[config.mk]
export PLATFORM = sky130hd
export DESIGN_NAME = seg_xlate
export DESIGN_NICKNAME = d
export VERILOG_FILES = /design/src/rtl/seg_xlate.sv
export SDC_FILE = /design/constraint.sdc
export NUM_CORES = 1
export LEC_CHECK = 0
export ABC_AREA = 0
export ABC_CLOCK_PERIOD_IN_PS = 18000
export BUFFER_PORTS_ARGS = -buffer_cell sky130_fd_sc_hd__buf_2
export CORE_ASPECT_RATIO = 1.75
export CORE_UTILIZATION = 37
export CTS_CLUSTER_SIZE = 40
export DETAILED_ROUTE_END_ITERATION = 8
export PLACE_DENSITY = 0.52
export RECOVER_POWER = 100
export SLEW_MARGIN = 25
export SYNTH_ARGS = -nofsm -noshare
export SYNTH_HDL_FRONTEND = slang
export SYNTH_SLANG_ARGS = --single-unit
[constraint.sdc]
create_clock -name clk -period 18 [get_ports clk]
set_clock_uncertainty 0.15 [all_clocks]
set_input_delay 0 -clock clk [delete_from_list [all_inputs] [get_ports clk]]
set_output_delay 0 -clock clk [all_outputs]
set_load 0.01 [all_outputs]
[src/rtl/seg_xlate.sv]
module seg_xlate #(
  parameter int ADDR_W   = 32,
  parameter int SEG_BITS = 3
) (
  input  logic                clk,
  input  logic                rst_n,
  input  logic                cfg_we,
  input  logic                cfg_priv,
  input  logic [SEG_BITS-1:0] cfg_seg,
  input  logic [ADDR_W-1:0]   cfg_base,
  input  logic [ADDR_W-1:0]   cfg_limit,
  input  logic                cfg_writable,
  input  logic                cfg_valid,
  output logic                cfg_err,
  input  logic                req_vld,
  input  logic [ADDR_W-1:0]   req_addr,
  input  logic                req_wr,
  output logic                rsp_vld,
  output logic [ADDR_W-1:0]   rsp_paddr,
  output logic                rsp_trap,
  output logic [1:0]          rsp_cause
);
  localparam int NSEG  = 1 << SEG_BITS;
  localparam int OFF_W = ADDR_W - SEG_BITS;
  localparam logic [1:0] CAUSE_NONE  = 2'd0;
  localparam logic [1:0] CAUSE_BOUND = 2'd1;
  localparam logic [1:0] CAUSE_PERM  = 2'd2;

  logic [ADDR_W-1:0] base_q  [NSEG];
  logic [ADDR_W-1:0] limit_q [NSEG];
  logic [NSEG-1:0]   valid_q, wr_ok_q;

  logic              load;
  logic [SEG_BITS-1:0] seg;
  logic [OFF_W-1:0]  off;
  logic [ADDR_W:0]   sum;
  logic              out_of_range;
  logic [1:0]        cause_d;

  assign load = cfg_we && cfg_priv;
  assign seg  = req_addr[ADDR_W-1 -: SEG_BITS];
  assign off  = req_addr[OFF_W-1:0];
  assign sum  = {1'b0, base_q[seg]} + {{(SEG_BITS+1){1'b0}}, off};
  assign out_of_range = sum[ADDR_W] || (sum[ADDR_W-1:0] >= limit_q[seg]);

  always_comb begin
    if (!valid_q[seg] || out_of_range) cause_d = CAUSE_BOUND;
    else if (req_wr && !wr_ok_q[seg])  cause_d = CAUSE_PERM;
    else                               cause_d = CAUSE_NONE;
  end

  always_ff @(posedge clk) begin
    if (load) begin
      base_q[cfg_seg]  <= cfg_base;
      limit_q[cfg_seg] <= cfg_limit;
    end
  end

  always_ff @(posedge clk) begin
    if (!rst_n) begin
      valid_q <= '0;
      wr_ok_q <= '0;
      cfg_err <= 1'b0;
    end else begin
      cfg_err <= cfg_we && !cfg_priv;
      if (load) begin
        valid_q[cfg_seg] <= cfg_valid;
        wr_ok_q[cfg_seg] <= cfg_writable;
      end
    end
  end

  always_ff @(posedge clk) begin
    if (!rst_n) begin
      rsp_vld   <= 1'b0;
      rsp_trap  <= 1'b0;
      rsp_cause <= CAUSE_NONE;
      rsp_paddr <= '0;
    end else begin
      rsp_vld   <= req_vld;
      rsp_trap  <= req_vld && (cause_d != CAUSE_NONE);
      rsp_cause <= req_vld ? cause_d : CAUSE_NONE;
      rsp_paddr <= (req_vld && cause_d == CAUSE_NONE) ? sum[ADDR_W-1:0] : '0;
    end
  end


  below_limit_chk: assert property (@(posedge clk) disable iff (!rst_n)
    rsp_vld && !rsp_trap |-> rsp_paddr < $past(limit_q[seg]));


  no_wrap_chk: assert property (@(posedge clk) disable iff (!rst_n)
    rsp_vld && !rsp_trap |-> rsp_paddr >= $past(base_q[seg]));


  invalid_seg_chk: assert property (@(posedge clk) disable iff (!rst_n)
    rsp_vld && !$past(valid_q[seg]) |-> rsp_trap && rsp_cause == CAUSE_BOUND);


  perm_on_write_chk: assert property (@(posedge clk) disable iff (!rst_n)
    rsp_cause == CAUSE_PERM |-> $past(req_vld) && $past(req_wr));


  unpriv_ignored_chk: assert property (@(posedge clk) disable iff (!rst_n)
    cfg_we && !cfg_priv |=> $stable(valid_q) && $stable(wr_ok_q) && cfg_err);


  trap_cause_chk: assert property (@(posedge clk) disable iff (!rst_n)
    rsp_trap |-> rsp_vld && rsp_cause != CAUSE_NONE && rsp_paddr == '0);
endmodule

Word-level counts from Yosys, hierarchy flattened
Memories as Yosys holds them, arrays and structs flattened.
Index checks and enable logic that the tools add are counted.
Widths: inputs -> output; s select.

storage, ports and cells
  bits in registers = 53
  bits in latches = 0
  memory bits (writable) = 512
  memory bits (read-only) = 0
  input port bits = 107
  output and inout port bits = 37
  logic and storage cells = 41
  memories = 2

cells by class
  $add $sub $neg = 1
  multipliers = 0
  div/mod/pow operators = 0
  $lt $le $gt $ge = 4
  equality and inequality tests = 0
  shift-type cells = 0
  muxes and demuxes = 12
  bitwise logic cells = 0
  reductions and logical operators = 15

memories
  memory   words  bits a word  read ports  clocked after memory_dff  wr ports  RTL line  text
  base_q   8      32           1           0                         1         29        logic [ADDR_W-1:0] base_q [NSEG];
  limit_q  8      32           1           0                         1         30        logic [ADDR_W-1:0] limit_q [NSEG];

operators with widths
  operator            number
  $add 32x29->33      1
  $ge 32x32->1        1
  $bwmux 8            2
  $lt 3x4->1 const B  2
  $bmux 1 s3          2
  $logic_and 1x1->1   6
  $mux 1              5
  $mux 2              2
  $reduce_and 2->1    2
  $demux 1 s3         1
  $ge 3x1->1 const B  1
  $logic_not 1->1     3
  $logic_not 2->1     1
  $logic_or 1x1->1    2
  $reduce_bool 2->1   1

Longest topological paths before layout
Gate-level depths: netlist of run 1.

  depth in word-level cells = 9
  mapped depth = 25
  mapped depth without buffers = 19

Least setup slack after synthesis of run 1
No wires, ideal clock.

  path type = input -> register
  start point = in req_addr[29]
  end point = reg rsp_paddr[11]
  setup time = 0.061 ns
  arrival = 5.973 ns
  data required time = 17.789 ns
  slack = 11.816 ns
  cell stages on the path = 23
  buffers on the path = 5
  cell sequence = buf_2 -> buf_1 -> buf_1 -> mux4_2 -> mux2_2 -> ha_1 -> fa_1 -> a21o_1 -> a311oi_1 -> or4_1 -> buf_2 -> a21oi_1 -> o31a_1 -> nor3_1 -> nor2_1 -> ha_1 -> a21oi_1 -> o221ai_1 -> or4b_2 -> a31oi_1 -> o211a_2 -> buf_6 -> and4_1

on the way
  word-level cells in the longest chain between the ends = 9
  elaborated cells on any way between the ends = 18
  those cells by class = add/sub: 1; order compare: 1; mux: 6; reduce/logical: 8; memory: 2

ends and longest elaborated chain
  element                     RTL line  text
  start: declaration          16        input logic [ADDR_W-1:0] req_addr,
  $mem_v2 8x32                -
  $add 32x29->33              43        assign sum = {1'b0, base_q[seg]} + {{(SEG_BITS+1){1'b0}}, off};
  net sum[22]                 36        logic [ADDR_W:0] sum;
  $ge 32x32->1                44        assign out_of_range = sum[ADDR_W] || (sum[ADDR_W-1:0] >= limit_q[seg]);
  $logic_or 1x1->1            44
  $logic_or 1x1->1            47        if (!valid_q[seg] || out_of_range) cause_d = CAUSE_BOUND;
  $mux 2                      47
  $logic_not 2->1             83        rsp_paddr <= (req_vld && cause_d == CAUSE_NONE) ? sum[ADDR_W-1:0] : '0;
  $logic_and 1x1->1           83
  $reduce_and 2->1 (no line)  -
  end signal: assignment      83
  end: declaration            19        output logic [ADDR_W-1:0] rsp_paddr,

The timed path passes the listed nets, and every way through them passes these cells. The select of a mux whose other input is x is not followed.
A chain may end at the register's enable or synchronous reset.

Worst setup path after layout of run 1
  start point = in req_addr[29]
  end point = reg rsp_paddr[26]

on the way
  word-level cells in the longest chain between the ends = 9
  elaborated cells on any way between the ends = 18
  those cells by class = add/sub: 1; order compare: 1; mux: 6; reduce/logical: 8; memory: 2

ends and longest elaborated chain
  element                     RTL line
  $mem_v2 8x32 *              -
  $add 32x29->33 *            43
  net sum[26]                 36
  $ge 32x32->1                44
  $logic_or 1x1->1            44
  $logic_or 1x1->1            47
  $mux 2                      47
  $logic_not 2->1             83
  $logic_and 1x1->1           83
  $reduce_and 2->1 (no line)  -

The timed path passes the listed nets; every way through them passes the cells marked *. The select of a mux whose other input is x is not followed.

==> results.json, run 1 <==
{
  "ys_seq_elements": 565,
  "path_class": "primary input to flip-flop",
  "tightest_slew_ns": 3.75,
  "drc": 0,
  "setup_ws_ns": 7.97,
  "p_per_area_nw_per_um2": 105,
  "avgSynthCellArea_um2": 19.0,
  "timing.reg2reg.setup_slack_ns": 10.64,
  "grt_overflow_total": 0,
  "initial_core_util": 0.374,
  "drive_above_1_share": 0.191,
  "final_util": 0.444,
  "clkTransAtPathRegs_ns": 0.07,
  "numPortBuffers": 143,
  "hold_ws_ns": -0.0823,
  "slew_headroom": -1.50,
  "crit_required_ns": 18.39,
  "drtIter0Drc": 753,
  "cp_cell_sequence": "clkbuf_8 -> clkbuf_1 -> mux4_2 -> mux2_2 -> ha_1 -> fa_1 -> a21o_1 -> a311oi_1 -> or4_1 -> a2111oi_0 -> o31a_1 -> nor3_1 -> nor2_1 -> ha_1 -> a21o_1 -> a21oi_1 -> nor2_1 -> a2111oi_0 -> o211ai_1 -> nor4_1 -> dlygate4sd3_1",
  "tritoncts": "yes",
  "cp_slowest_cell": "clkbuf_1",
  "swShare": 0.225,
  "io_pins": 144,
  "yosysSeqAreaShare": 0.706,
  "critPathArrivalTime_ns": 10.42,
  "die_h_um": 334,
  "nFillCells": 5478,
  "cts_root_buffer": "clkbuf_16",
  "coreArea_um2": 62200,
  "final_nets": 1675,
  "routedWlPerCell_um": 25.3,
  "design_area_um2": 27700,
  "comb_power_share": 0.105,
  "die_area_um2": 63900,
  "cts_sinks": 565,
  "mostFrequentLayoutCell": "edfxtp_1",
  "synth_cells": 1227,
  "grt_pass1_wl_um": 87000,
  "num_vias": 12500,
  "status": "finished with violations",
  "power_mw": 2.91,
  "synth_edf_count": 512,
  "wirelength_um": 59300,
  "layoutNonFillerInstCount": 2348,
  "period_share": 0.557,
  "antenna_found_initial": 1,
  "violations": "negative hold slack, max-capacitance violations, max-slew violations",
  "grt_pass1_vias": 13400,
  "rsz0062_at_grt": "no",
  "final.setup.tns_ns": 0,
  "areaGrowthSynthToFinish_pct": 18.8,
  "p_clk_frac": 0.393,
  "min_period_ns": 10.03,
  "syn_nets": 1396,
  "finalMaxSlewViolations": 525,
  "dr.pass1.iters": 4,
  "numCtsBuffers": 52,
  "synth_cell_types": 61,
  "finalHoldViolCount": 3,
  "routabilityCongestion": 0.895,
  "clkLatencyLatePin_ns": 0.59,
  "seqPwrFrac": 0.502,
  "grt_max_degree": 54,
  "hold_path_depth": 4,
  "dp_slack_ns": 10.20,
  "reg2reg_depth": 19,
  "ir_drop_v": 0.0000748,
  "cp-end-kind": "flip-flop",
  "layout_common_cells": "edfxtp_1, mux4_2, clkbuf_1",
  "seqCellArea_um2": 16400,
  "grt.total_usage": 0.189,
  "ant_nets": 0,
  "async_flop_share": 0,
  "p_sw_uw": 654,
  "fp-row-count": 121,
  "power_leakage_nw": 9.16,
  "multiInputGateArea_um2": 6590,
  "place_area_um2": 25000,
  "fp.dieW_um": 192,
  "synthesis.area_um2": 23300,
  "clock_path_buffers": 3,
  "hpwl_um": 37100,
  "vias_per_cell": 5.33,
  "setup_violations": 0,
  "hp-class": "primary input to flip-flop",
  "yosysWarnings": 0,
  "dp.cells": 2138,
  "start_kind": "primary input",
  "power.internal_mw": 2.26,
  "path_max_fanout": 52,
  "synth_flop_cell": "edfxtp_1",
  "maxCapViolCount": 15,
  "cp_slowest_stage_delay_ns": 2.70,
  "clock.fmax_mhz": 99.7,
  "cts_max_level": 2
}
sequential cells by signal (all words and copies together), names as in the netlist:
register and flops:
rsp_trap 1, limit_q 256, wr_ok_q 8, rsp_cause 2
valid_q 8, base_q 256, cfg_err 1, rsp_vld 1
rsp_paddr 32
synthesized netlist by cell type, types with 20 or more instances:
library cell	number	area, um2
buf_1	22	82.6
dfxtp_1	53	1060
clkbuf_1	20	75.1
nor2_1	34	128
mux2_2	31	349
a21o_1	22	165
ha_1	61	763
mux2i_1	43	430
nand2_1	40	150
a21oi_1	33	165
o21ai_0	25	125
mux4_2	132	2970
edfxtp_1	512	15400
power groups by stage:
stage / combinational [mW] / clock [mW] / sequential (mW)
global route: 0.336 / 1.22 / 1.46
detailed placement: 0.289 / 0 / 1.49
CTS: 0.312 / 1.17 / 1.46
global placement: 0.287 / 0 / 1.49
floorplan: 0.185 / 0 / 1.49
finish: 0.305 / 1.15 / 1.46
layout make-up:
type                            instances  area share
Sequential cell                       565       0.594
Timing Repair Buffer                  274      0.0653
Clock buffer                           74      0.0549
Multi-Input combinational cell        601       0.238
Inverter                               12     0.00172
Antenna cell                            1   0.0000905
Clock inverter                         22     0.00937
Tap cell                              799      0.0361
logic make-up after synthesis:
logic type | share of synthesized area
xor gates and xnor gates | 0.00640
muxes | 0.161
buffers and inverters | 0.0106
AOI/OAI and AO/OA | 0.0413
DFF | 0.706
and+or+nand+nor | 0.0406
adders and majority gates | 0.0337
timing repair:
item                                   CTS  global route
buffers inserted                         0             0
resized for setup                        0             0
endpoints found under the hold margin  594             0
hold buffers                           110             0
worst paths after layout:
check                     from             to
setup / recovery  req_addr[29]  rsp_paddr[26]
hold / removal      cfg_seg[0]     valid_q[7]
setup reg to reg  base_q[7][0]  rsp_paddr[26]
hold reg to reg     valid_q[7]     valid_q[7]
metal layers:
layer / vias to the layer above / share of wire / GRT usage
met1: 6481 / 0.42 / 0.240
met5: - / 0 / 0
li1: 5613 / - / -
met4: 0 / 0.033 / 0.0706
met3: 102 / 0.045 / 0.0294
met2: 320 / 0.50 / 0.325
worst max-delay path, delay by kind of cell:
family / cells / cell delay, ns
AOI/OAI and AO/OA: 8 / 3.28
adders and majority gates: 3 / 0.96
buffers and inverters: 3 / 3.87
muxes: 2 / 1.06
and+or+nand+nor: 5 / 1.18
(Power assumes the default switching activity.)
==> inputs of run 2 (changes only) <==
--- a/config.mk
+++ b/config.mk
@@ -6,13 +6,13 @@
 export NUM_CORES = 1
 export LEC_CHECK = 0
 export ABC_AREA = 0
-export ABC_CLOCK_PERIOD_IN_PS = 18000
+export ABC_CLOCK_PERIOD_IN_PS = 8950
 export BUFFER_PORTS_ARGS = -buffer_cell sky130_fd_sc_hd__buf_2
 export CORE_ASPECT_RATIO = 1.75
 export CORE_UTILIZATION = 37
 export CTS_CLUSTER_SIZE = 40
 export DETAILED_ROUTE_END_ITERATION = 8
-export PLACE_DENSITY = 0.52
+export PLACE_DENSITY = 0.54
 export RECOVER_POWER = 100
 export SLEW_MARGIN = 25
 export SYNTH_ARGS = -nofsm -noshare
==> constraint.sdc (replaced) <==
create_clock -name clk -period 8.95 [get_ports clk]
set_clock_uncertainty 0.15 [all_clocks]
set_input_delay 0 -clock clk [delete_from_list [all_inputs] [get_ports clk]]
set_output_delay 0 -clock clk [all_outputs]
set_load 0.01 [all_outputs]
==> run 2 against run 1 <==
The run still ends with negative hold slack, max-capacitance violations, max-slew violations left. Core utilization decreased by 0.28 points. First-iteration DRC count increased by 17%. Cell area decreased by 0.62%. Die area unchanged. Non-clock buffer count decreased by 7. Sequential share of layout area increased by 0.37 points. Sequential power increased by 100%. Via count increased by 0.26%. Worst hold slack improved by 0.055 ns. Combinational power increased by 100%. Largest cell class unchanged. Highest routed layer is now met5.
==> results.json, run 2 (synthesis results as in run 1) <==
{
  "layout_common_cells": "edfxtp_1, mux4_2, clkbuf_1",
  "num_vias": 12500,
  "antenna_found_initial": 1,
  "hpwl_um": 36700,
  "fp.dieW_um": 192,
  "grt_max_degree": 69,
  "reg2reg_depth": 19,
  "period_share": 0.795,
  "grt_overflow_total": 0,
  "numPortBuffers": 143,
  "drive_above_1_share": 0.193,
  "violations": "negative hold slack, max-capacitance violations, max-slew violations",
  "vias_per_cell": 5.37,
  "fp-row-count": 121,
  "finalMaxSlewViolations": 550,
  "start_kind": "flip-flop",
  "clkTransAtPathRegs_ns": 0.07,
  "routedWlPerCell_um": 25.1,
  "ir_drop_v": 0.000162,
  "clkLatencyLatePin_ns": 0.62,
  "rsz0062_at_grt": "no",
  "mostFrequentLayoutCell": "edfxtp_1",
  "numCtsBuffers": 50,
  "r2r_start": "base_q[4][0]",
  "power_leakage_nw": 9.06,
  "holdCritStartpoint": "cfg_seg[0]",
  "gr-usage-met3": 0.0236,
  "clock_path_buffers": 3,
  "cts_root_buffer": "clkbuf_16",
  "slew_headroom": -1.72,
  "cp-startpoint": "base_q[4][0]",
  "tritoncts": "yes",
  "path_max_fanout": 17,
  "grt_pass1_wl_um": 87000,
  "finalHoldViolCount": 2,
  "layoutNonFillerInstCount": 2336,
  "die_area_um2": 63900,
  "path_class": "flip-flop to flip-flop",
  "grt.total_usage": 0.187,
  "tightest_slew_ns": 4.08,
  "final_nets": 1666,
  "min_period_ns": 7.11,
  "crit_required_ns": 9.36,
  "io_pins": 144,
  "ant_nets": 0,
  "cts_setup_buffers": 0,
  "grtUsageMet2": 0.329,
  "routabilityCongestion": 0.958,
  "cts_max_level": 2,
  "cts_sinks": 565,
  "drtIter0Drc": 879,
  "areaGrowthSynthToFinish_pct": 18.1,
  "use_met1": 0.239,
  "cp-end-kind": "flip-flop",
  "dr.pass1.iters": 5,
  "dp.cells": 2138,
  "coreArea_um2": 62200,
  "p_per_area_nw_per_um2": 208,
  "hold_ws_ns": -0.0274,
  "cts_resized": 0,
  "critPathArrivalTime_ns": 7.53,
  "final.setup.tns_ns": 0,
  "wirelength_um": 58600,
  "crit_path_end": "rsp_paddr[18]",
  "timing.reg2reg.setup_slack_ns": 1.84,
  "status": "finished with violations",
  "hp-class": "primary input to flip-flop",
  "drc": 0,
  "die_h_um": 334,
  "r2r_end": "rsp_paddr[18]",
  "maxCapViolCount": 16,
  "initial_core_util": 0.374,
  "grt_pass1_vias": 13500,
  "setup_violations": 0,
  "top_regs": "base_q x256, limit_q x256, rsp_paddr x32",
  "clock.fmax_mhz": 141,
  "busiest_layer": "met2"
}
run 2: changes by cell type in the layout (fill, tap and decap cells not counted), sizes merged:
cell / previous run / this run
clkinvlp: 2 / 6
clkbuf: 194 / 180
bufinv: 6 / 5
inv: 10 / 12
dlygate4sd3: 110 / 106
buf: 44 / 45
run 2: worst min-delay path by stage:
stage                                to  slack (ns)  cells after the start
after floorplan                 cfg_err       -0.08                      1
after global placement          cfg_err        0.04                      2
after detailed placement        cfg_err        0.05                      2
after CTS                 rsp_paddr[10]       0.004                      4
after global routing         valid_q[6]       0.006                      4
final                        valid_q[7]       -0.03                      4
run 2: final cells by class:
class                      count  area [um2]
antenna                        1        2.50
timing repair buffer         267        1760
inverter                      12        47.5
sequential                   565       16400
tap                          799        1000
clock inverter                27         278
multi-input combinational    601        6610
clock buffer                  64        1360
fill                        5480       34700
run 2: metal layers:
layer	vias up	wire length, um	share of wire
li1	5595	-	-
met1	6486	24000	0.41
met2	373	30200	0.51
met3	92	2850	0.049
met4	2	1520	0.026
met5	-	13	0.00022
run 2: worst max-delay path: stages (launching register included):
cell and delay [ns]:
edfxtp_1 0.38, mux4_2 0.45, mux2_2 0.28, ha_1 0.22, fa_1 0.40, a21o_1 0.22
a311oi_1 0.44, or4_1 0.44, a2111oi_0 0.21, o31a_1 0.36, nor3_1 0.34, nor2_1 0.09
ha_1 0.32, a21o_1 0.16, a21oi_1 0.14, nor2_1 0.05, a2111oi_0 0.67, o211ai_1 0.78
nor4_1 0.40, dlygate4sd3_1 0.59
run 2: repair_timing:
action / CTS / global route
hold buffers: 106 / 0
hold endpoints to repair: 591 / 0
endpoints found under the setup margin: 0 / 0
run 2: power by group:
group,internal [mW],switching (mW)
clock network,1.22,0.961
logic,0.258,0.352
registers,2.93,0.0109
total,4.40,1.32
run 2: stage by stage:
step | setup WS, ns | utilization | power, mW | instance area, um2
finish | 1.84 | 0.442 | 5.73 | 27500
global route | 1.30 | 0.442 | 5.93 | 27500
CTS | 2.30 | 0.445 | 5.79 | 27700
detailed placement | 2.28 | 0.402 | 3.57 | 25000
global placement | 2.38 | 0.402 | 3.56 | 25000
floorplan | 2.77 | - | 3.36 | 23300
==> inputs of run 3 (changes only) <==
--- a/config.mk
+++ b/config.mk
@@ -6,7 +6,7 @@
 export NUM_CORES = 1
 export LEC_CHECK = 0
 export ABC_AREA = 0
-export ABC_CLOCK_PERIOD_IN_PS = 8950
+export ABC_CLOCK_PERIOD_IN_PS = 6000
 export BUFFER_PORTS_ARGS = -buffer_cell sky130_fd_sc_hd__buf_2
 export CORE_ASPECT_RATIO = 1.75
 export CORE_UTILIZATION = 37
==> constraint.sdc (replaced) <==
create_clock -name clk -period 6 [get_ports clk]
set_clock_uncertainty 0.15 [all_clocks]
set_input_delay 0 -clock clk [delete_from_list [all_inputs] [get_ports clk]]
set_output_delay 0 -clock clk [all_outputs]
set_load 0.01 [all_outputs]
==> run 3 against run 2 <==
Register-to-register slack worse by 1.6 ns. Critical path type unchanged. Combinational power up 57%. Wire length up 0.41%. Setup slack worse by 1.6 ns. Highest routed layer is now met4. Sequential share of layout area down 0.75 points. Via count up 0.85%. The run still ends with negative hold slack, max-capacitance violations, max-slew violations left. Power up 51%. Worst hold slack worse by 0.079 ns. Count of clock-buffer cells in the layout down 1.
==> results.json, run 3 (synthesis results as in run 1) <==
{
  "status": "finished with violations",
  "violations": "negative hold slack, max-capacitance violations, max-slew violations",
  "routedWlPerCell_um": 24.8,
  "ir_drop_v": 0.000189,
  "coreArea_um2": 62200,
  "cts_sinks": 565,
  "power_mw": 8.65,
  "cts_max_level": 2,
  "fp-row-count": 121,
  "setup_violations": 0,
  "grt_pass1_vias": 13400,
  "routabilityCongestion": 0.859,
  "cts_root_buffer": "clkbuf_16",
  "final.setup.tns_ns": 0,
  "fp.dieW_um": 192,
  "hp-class": "primary input to flip-flop",
  "drive_above_1_share": 0.221,
  "num_vias": 12700,
  "tritoncts": "yes",
  "wirelength_um": 58800,
  "hold_ws_ns": -0.106,
  "route.met2.wl_um": 30200,
  "critPathArrivalTime_ns": 6.11,
  "vias_per_cell": 5.34,
  "setup_ws_ns": 0.252,
  "dp_slack_ns": -0.0291,
  "clock.fmax_mhz": 174,
  "period_share": 0.958,
  "final_util": 0.447,
  "grt_overflow_total": 0,
  "clock_path_buffers": 3,
  "topRoutingLayerUsed": "met4",
  "start_kind": "flip-flop",
  "design_area_um2": 27800,
  "final_nets": 1696,
  "dr.pass1.iters": 5,
  "dp.cells": 2166,
  "wl_met3_um": 2300,
  "reg2reg_depth": 18,
  "grt_max_degree": 53,
  "io_pins": 144,
  "crit_required_ns": 6.36,
  "place_area_um2": 25300,
  "die_area_um2": 63900,
  "ant_nets": 0,
  "hpwl_um": 38200,
  "rsz0062_at_grt": "no",
  "path_max_fanout": 18,
  "grt_pass1_wl_um": 87000,
  "clkTransAtPathRegs_ns": 0.07,
  "clkLatencyLatePin_ns": 0.59,
  "grt.total_usage": 0.188,
  "die_h_um": 334,
  "numPortBuffers": 143,
  "top_regs": "base_q x256, limit_q x256, rsp_paddr x32",
  "drtIter0Drc": 852,
  "nFillCells": 5474,
  "layoutNonFillerInstCount": 2369,
  "met1_length_um": 24900,
  "tightest_slew_ns": 2.74,
  "maxCapViolCount": 14,
  "layout_common_cells": "edfxtp_1, mux4_2, clkbuf_1",
  "numCtsBuffers": 51,
  "mostFrequentLayoutCell": "edfxtp_1",
  "slew_headroom": -0.826,
  "finalHoldViolCount": 1,
  "hold_path_depth": 4,
  "antenna_found_initial": 1,
  "areaGrowthSynthToFinish_pct": 19.6,
  "initial_core_util": 0.374,
  "path_class": "flip-flop to flip-flop",
  "power_leakage_nw": 9.28,
  "cp-end-kind": "flip-flop",
  "min_period_ns": 5.75,
  "drc": 0,
  "p_per_area_nw_per_um2": 311,
  "finalMaxSlewViolations": 471
}
run 3: changes by cell type in the layout (fill, tap and decap cells not counted), moves of 4 or more:
cell / change
clkbuf_2: +5
buf_4: +26
clkbuf_1: -8
buf_12: +4
clkinv_2: +6
run 3: critical path: stages, from the launching register on:
cell and delay (ns):
edfxtp_1 0.36, mux4_2 0.47, mux2_2 0.30, ha_1 0.40, nand4_1 0.15, or2_2 0.31
o211a_2 0.33, o311a_1 0.30, nor3_1 0.27, xor2_1 0.33, ha_1 0.31, a21o_1 0.16
a21oi_1 0.15, o221ai_1 0.17, or4b_2 0.67, a31oi_1 0.25, o211a_2 0.25, buf_12 0.14
and4_1 0.21
run 3: power by group:
group | internal, mW | total [mW] | leakage (nW) | switching, mW
logic | 0.416 | 0.957 | 3.39 | 0.541
registers | 4.36 | 4.38 | 5.05 | 0.0159
clock network | 1.87 | 3.32 | 0.836 | 1.45
run 3: timing repair:
action | in CTS | in global routing
endpoints found under the setup margin | 0 | 35
resized for setup | 0 | 5
hold endpoints to repair | 589 | 0
buffers inserted | 0 | 1
hold buffers | 105 | 0
run 3: layout make-up:
class	instances	area, um2	share of cell area
Antenna cell	1	2.50	0.0000899
Clock buffer	63	1390	0.0501
Clock inverter	32	298	0.0107
Inverter	12	47.5	0.00171
Multi-Input combinational cell	601	6630	0.238
Sequential cell	565	16400	0.591
Tap cell	799	1000	0.0359
Timing Repair Buffer	296	2030	0.0728
run 3: worst paths after layout:
check	startpoint	slack, ns	to
worst max-delay path	base_q[3][8]	0.25	rsp_paddr[10]
worst min-delay path	cfg_seg[0]	-0.11	valid_q[6]
worst max register to register	base_q[3][8]	0.25	rsp_paddr[10]
worst min register to register	wr_ok_q[0]	0.33	wr_ok_q[0]
run 3: layer usage:
layer,up-vias,GRT usage
met5,-,0
li1,5648,-
met4,0,0.0537
met1,6604,0.246
met2,327,0.326
met3,76,0.0211
